$ cat src/rtl/pm_pkg.sv
package pm_pkg;
  typedef enum logic [2:0] {
    COND_ONE   = 3'd0,
    COND_RISE  = 3'd1,
    COND_FALL  = 3'd2,
    COND_EDGE  = 3'd3,
    COND_HIGH  = 3'd4,
    COND_LOW   = 3'd5,
    COND_ZERO  = 3'd6,
    COND_PULSE = 3'd7
  } cond_e;
endpackage

$ cat src/rtl/pm_slice.sv
module pm_slice
  import pm_pkg::*;
#(
  parameter int NUM_CHAN = 8,
  localparam int SEL_W   = $clog2(NUM_CHAN)
) (
  input  logic                clk_i,
  input  logic                rst_ni,
  input  logic                active_i,
  input  logic                clear_i,
  input  logic [NUM_CHAN-1:0] chan_i,
  input  logic [NUM_CHAN-1:0] chan_q_i,
  input  logic [SEL_W-1:0]    sel_i,
  input  cond_e               cond_i,
  output logic                hit_o
);
  logic cur, prev, rise, fall, seen, sticky_q;

  assign cur  = chan_i[sel_i];
  assign prev = chan_q_i[sel_i];
  assign rise = cur & ~prev;
  assign fall = ~cur & prev;
  assign seen = ((cond_i == COND_RISE) & rise) |
                ((cond_i == COND_FALL) & fall) |
                ((cond_i == COND_EDGE) & (rise | fall));

  // remembered edge: survives until reconfiguration or engine re-entry
  always_ff @(posedge clk_i or negedge rst_ni) begin
    if (!rst_ni)                sticky_q <= 1'b0;
    else if (clear_i)           sticky_q <= 1'b0;
    else if (active_i && seen)  sticky_q <= 1'b1;
  end

  always_comb begin
    unique case (cond_i)
      COND_ONE:   hit_o = 1'b1;
      COND_RISE,
      COND_FALL,
      COND_EDGE:  hit_o = sticky_q | seen;
      COND_HIGH:  hit_o = cur;
      COND_LOW:   hit_o = ~cur;
      COND_ZERO:  hit_o = 1'b0;
      COND_PULSE: hit_o = rise | fall;
      default:    hit_o = 1'b0;
    endcase
  end

  assert_const_one_R4: assert property (@(posedge clk_i) disable iff (!rst_ni)
    (cond_i == COND_ONE) |-> hit_o);
  assert_const_zero_R4: assert property (@(posedge clk_i) disable iff (!rst_ni)
    (cond_i == COND_ZERO) |-> !hit_o);
  assert_pulse_needs_change_R8: assert property (@(posedge clk_i) disable iff (!rst_ni)
    (cond_i == COND_PULSE && hit_o) |-> (chan_i[sel_i] != chan_q_i[sel_i]));
endmodule

$ cat src/rtl/pm_chain.sv
module pm_chain #(
  parameter int NUM_SLICES = 8
) (
  input  logic                  clk_i,
  input  logic                  rst_ni,
  input  logic [NUM_SLICES-1:0] hit_i,
  input  logic [NUM_SLICES-1:0] endp_i,
  output logic [NUM_SLICES-1:0] term_o
);
  always_comb begin
    logic acc;
    acc    = 1'b1;
    term_o = '0;
    for (int n = 0; n < NUM_SLICES; n++) begin
      acc = acc & hit_i[n];
      if (endp_i[n]) begin
        term_o[n] = acc;
        acc       = 1'b1;
      end
    end
  end

  assert_term_needs_hit_R5: assert property (@(posedge clk_i) disable iff (!rst_ni)
    (term_o & ~hit_i) == '0);
endmodule

$ cat src/rtl/pm_engine.sv
module pm_engine
  import pm_pkg::*;
#(
  parameter int NUM_SLICES = 8,
  parameter int NUM_CHAN   = 8,
  parameter int REG_W      = 32,
  parameter int FIELD_LSB  = 8
) (
  input  logic                  clk_i,
  input  logic                  rst_ni,
  input  logic [NUM_CHAN-1:0]   chan_i,
  input  logic                  src_we_i,
  input  logic [REG_W-1:0]      src_wdata_i,
  input  logic                  cfg_we_i,
  input  logic [REG_W-1:0]      cfg_wdata_i,
  input  logic                  ctl_we_i,
  input  logic [REG_W-1:0]      ctl_wdata_i,
  output logic [REG_W-1:0]      src_o,
  output logic [REG_W-1:0]      cfg_o,
  output logic [REG_W-1:0]      ctl_o,
  output logic [NUM_SLICES-1:0] match_o,
  output logic                  event_o
);
  localparam int FIELD_W    = 3;
  localparam int SEL_W      = $clog2(NUM_CHAN);
  localparam int FIELD_BITS = NUM_SLICES * FIELD_W;

  logic [FIELD_BITS-1:0] src_q, cond_q;
  logic [NUM_SLICES-2:0] endp_q;
  logic                  mode_q, ev_en_q, event_q, clear;
  logic [NUM_CHAN-1:0]   chan_q;
  logic [NUM_SLICES-1:0] hit, endp, term, match_q, match_d;
  logic                  unused_bits;

  assign unused_bits = ^{src_wdata_i[FIELD_LSB-1:0], cfg_wdata_i[NUM_SLICES-1],
                         ctl_wdata_i[REG_W-1:2]};

  always_ff @(posedge clk_i or negedge rst_ni) begin
    if (!rst_ni) begin
      src_q   <= '0;
      cond_q  <= '0;
      endp_q  <= '0;
      mode_q  <= 1'b0;
      ev_en_q <= 1'b0;
    end else begin
      if (src_we_i) src_q <= src_wdata_i[FIELD_LSB +: FIELD_BITS];
      if (cfg_we_i) begin
        cond_q <= cfg_wdata_i[FIELD_LSB +: FIELD_BITS];
        endp_q <= cfg_wdata_i[NUM_SLICES-2:0];
      end
      if (ctl_we_i) begin
        mode_q  <= ctl_wdata_i[0];
        ev_en_q <= ctl_wdata_i[1];
      end
    end
  end

  // edge history is kept whatever the mode
  always_ff @(posedge clk_i or negedge rst_ni) begin
    if (!rst_ni) chan_q <= '0;
    else         chan_q <= chan_i;
  end

  assign clear = cfg_we_i | (ctl_we_i & ctl_wdata_i[0] & ~mode_q);
  assign endp  = {1'b1, endp_q};

  for (genvar i = 0; i < NUM_SLICES; i++) begin : g_slice
    pm_slice #(.NUM_CHAN(NUM_CHAN)) u_slice (
      .clk_i    (clk_i),
      .rst_ni   (rst_ni),
      .active_i (mode_q),
      .clear_i  (clear),
      .chan_i   (chan_i),
      .chan_q_i (chan_q),
      .sel_i    (src_q[i*FIELD_W +: SEL_W]),
      .cond_i   (cond_e'(cond_q[i*FIELD_W +: FIELD_W])),
      .hit_o    (hit[i])
    );
  end

  pm_chain #(.NUM_SLICES(NUM_SLICES)) u_chain (
    .clk_i  (clk_i),
    .rst_ni (rst_ni),
    .hit_i  (hit),
    .endp_i (endp),
    .term_o (term)
  );

  assign match_d = mode_q ? term : '0;

  always_ff @(posedge clk_i or negedge rst_ni) begin
    if (!rst_ni) begin
      match_q <= '0;
      event_q <= 1'b0;
    end else begin
      match_q <= match_d;
      event_q <= ev_en_q & (|match_d) & ~(|match_q);
    end
  end

  always_comb begin
    src_o = '0;
    src_o[FIELD_LSB +: FIELD_BITS] = src_q;
    cfg_o = '0;
    cfg_o[FIELD_LSB +: FIELD_BITS] = cond_q;
    cfg_o[NUM_SLICES-1:0] = endp;
    ctl_o = '0;
    ctl_o[1:0] = {ev_en_q, mode_q};
    ctl_o[REG_W-1 -: NUM_SLICES] = match_q;
  end

  assign match_o = match_q;
  assign event_o = event_q;

  assert_off_idle_R3: assert property (@(posedge clk_i) disable iff (!rst_ni)
    !mode_q |=> (match_o == '0 && !event_o));
  assert_event_one_clock_R9: assert property (@(posedge clk_i) disable iff (!rst_ni)
    event_o |=> !event_o);
  assert_event_with_match_R9: assert property (@(posedge clk_i) disable iff (!rst_ni)
    event_o |-> (match_o != '0));
endmodule

$ cat config.mk
export PLATFORM = sky130hd
export DESIGN_NAME = pm_engine
export DESIGN_NICKNAME = d
export VERILOG_FILES = /design/src/rtl/pm_pkg.sv /design/src/rtl/pm_slice.sv /design/src/rtl/pm_chain.sv /design/src/rtl/pm_engine.sv
export SDC_FILE = /design/constraint.sdc
export NUM_CORES = 1
export LEC_CHECK = 0
export ABC_AREA = 1
export CORE_MARGIN = 2
export CORE_UTILIZATION = 41
export DETAILED_ROUTE_END_ITERATION = 8
export DONT_BUFFER_PORTS = 1
export SYNTH_ARGS = -nofsm -noshare
export SYNTH_HDL_FRONTEND = slang
export SYNTH_SLANG_ARGS = --single-unit
$ cat constraint.sdc
create_clock -name clk_i -period 4.92 [get_ports clk_i]
set_input_delay 0.984 -clock clk_i [delete_from_list [all_inputs] [get_ports clk_i]]
set_output_delay 0.984 -clock clk_i [all_outputs]
set_load 0.01 [all_outputs]
==> results.tsv <==
metric	value	unit
synth_cells	749	
fmax	296	MHz
grt_max_degree	83	
drv_cap	0	
placed_cells	885	
seq_area	0.00205	sq mm
fin_cells	901	
grt_pass1_wl	22.5	mm
drc_errors	0	
n_fill_cell	1343	
cts_tree	built	
crit_family	simple AND/OR/NAND/NOR gates	
synth_area	0.00537	sq mm
crit_path_frequent_cell	nand2_1	
ant_nets	0	
yosysTopAreaCellShare	0.382	
critPathArrivalTime	3.65	ns
skew	0.00763	ns
wire_per_inst	15.6	um
port-buffer-count	0	
critPathCaptureType	flip-flop	
p_sw	652	uW
grt_util_all_layers	0.202	
cts_buffer_depth	2	
place.gp.congestion	0.815	
pwr_density_cell	345	mW/mm^2
tightest_slew	0.941	ns
pwr-share-seq	0.437	
die_y	118	um
hold_viol_final	0	
p_clk_frac	0.360	
yosys-top-cells-area	dfrtp_1, o21ai_0, nand2_1, inv_1, buf_4	
cp-startpoint	src_q[3]	
period_minus_slack	3.38	ns
status	complete, no violations	
synth_warnings	0	
cp-start-kind	flip-flop	
holdWs	0.333	ns
cpPeakStageDelay	0.54	ns
r2r_slack	1.54	ns
reg2reg_depth	28	
num_antenna_cells	0	
via_per_inst	5.18	
clkLatencyLatePin	0.34	ns
numCtsBuffers	9	
drive_gt1_frac	0.0809	
drt_pass1_iterations	5	
slowest_stage	dfrtp_1	
fin_crit_sh	0.687	
first_global_vias	4435	
path_buf_inv	3	
cts_resized	0	
vias	4666	
cp_max_fo	12	
initialDrtViolationCount	350	
synth_top_cell_by_area	dfrtp_1	
area_growth	3.94	%
fin_setup_tns	0	ns
dieWidth	118	um
cts_sinks	82	
ys_seq_area_frac	0.382	
p_sw_frac	0.339	
gr-total-overflow	0	
path_clk_slew	0.06	ns
dp_hpwl	10.3	mm
rr_startpoint	src_q[3]	
multi_input_area	0.00255	sq mm
antenna_found_initial	0	
internal_power	1270	uW
start_util	0.422	
cts_setup_buffers	0	
io-pin-count	214	
rows	41	
slew_headroom	0.371	
design_area	0.00558	sq mm
core_area	0.0127	sq mm
p_leak	0.00282	uW
cp.required	5.19	ns
synth.ff_latch_count	82	
place_area	0.00527	sq mm
cts-hold-fix-buffers	0	
synth.avg_cell_area	7.17	sq um
total_power	1930	uW
crit_cells	28	
finalWirelength	14.1	mm
r2r_end	event_o	
rsz0062_at_grt	no	
slew_violations	0	
critPathKind	flip-flop to flip-flop	
nNetsFinal	849	
hold_path_class	primary input to asynchronous set/reset pin	
htreeDepth	3	
p_comb_frac	0.203	
finalSetupViolations	0	
root_buffer	clkbuf_16	
synthDistinctLibCells	33	
vdd_drop_max	0.181	mV
die-area	0.0140	sq mm
-- layout by cell type (no fill, tap or decap), types with 4 or more instances in the layout --
cell	instances
nand2_1	148
nor2_1	38
inv_2	16
inv_1	105
nand3_2	6
nor3_1	13
conb_1	31
a21oi_2	4
o21ai_1	8
nand2_2	10
o21ai_0	131
ha_1	16
clkbuf_16	9
dfrtp_1	82
a21oi_1	48
a31oi_1	4
nand3_1	33
-- per-layer routing --
layer | share of wire | up-vias | track usage
met5 | 0 | - | 0
met4 | 0.019 | 0 | 0.0774
met3 | 0.086 | 19 | 0.0531
met2 | 0.47 | 188 | 0.335
met1 | 0.42 | 2161 | 0.250
li1 | - | 2298 | -
-- kinds of logic (layout without fill, tap and decap cells) --
group,Yosys count,count (layout),synth area share
and+or+nand+nor,257,257,0.208
AOI/OAI and AO/OA,206,206,0.209
buffers and inverters,186,137,0.162
DFF,82,82,0.382
adders and majority gates,16,16,0.0373
other,2,31,0.00140
-- flip-flops by register name, indices dropped and copies added (netlist names) --
name and count:
chan_q 8, cond_q 24, endp_q 7, ev_en_q 1, event_o 1, g_slice.u_slice.sticky_q 8, match_o 8, mode_q 1
src_q 24
-- power by group through the flow --
stage | Clock, uW | Combinational, uW | Sequential [uW]
global placement | 0 | 373 | 850
CTS | 710 | 392 | 841
detailed placement | 0 | 389 | 854
global route | 740 | 452 | 852
finish | 692 | 391 | 841
floorplan | 0 | 369 | 810
-- worst max-delay path by stage --
stage	end	slack, ns
finish	event_o	1.54
global route	event_o	1.20
floorplan	event_o	1.87
global placement	event_o	1.48
detailed placement	event_o	1.40
CTS	event_o	1.54
-- metrics by stage --
step	setup WS, ns	util
2_1_floorplan	1.87	-
3_3_place_gp	1.48	0.415
3_5_place_dp	1.40	0.415
4_1_cts	1.54	0.439
5_1_grt	1.20	0.439
6_report	1.54	0.439
-- synthesized netlist by cell type --
cell	n
a21oi_2	4
nand2_4	1
buf_6	1
o21ai_2	2
a2111oi_0	1
clkbuf_1	16
buf_2	1
buf_1	3
nand3b_1	3
nand3_1	33
conb_1	2
nor3_1	13
nor4_1	2
o41ai_1	1
o211ai_1	2
nor2_1	38
a31oi_4	1
nand4_1	3
buf_4	44
dfrtp_1	82
o21bai_1	1
nand3_2	6
o21ai_0	131
o21ai_1	8
o21ai_4	2
inv_1	105
a31oi_1	4
ha_1	16
a31oi_2	1
inv_2	16
a21oi_1	48
nand2_1	148
nand2_2	10
-- cell type report --
class	instances	area share
Sequential cell	82	0.368
Tap cell	172	0.0386
Multi-Input combinational cell	510	0.458
Clock inverter	6	0.0119
Inverter	121	0.0814
Clock buffer	10	0.0428
(Power assumes the default switching activity.)
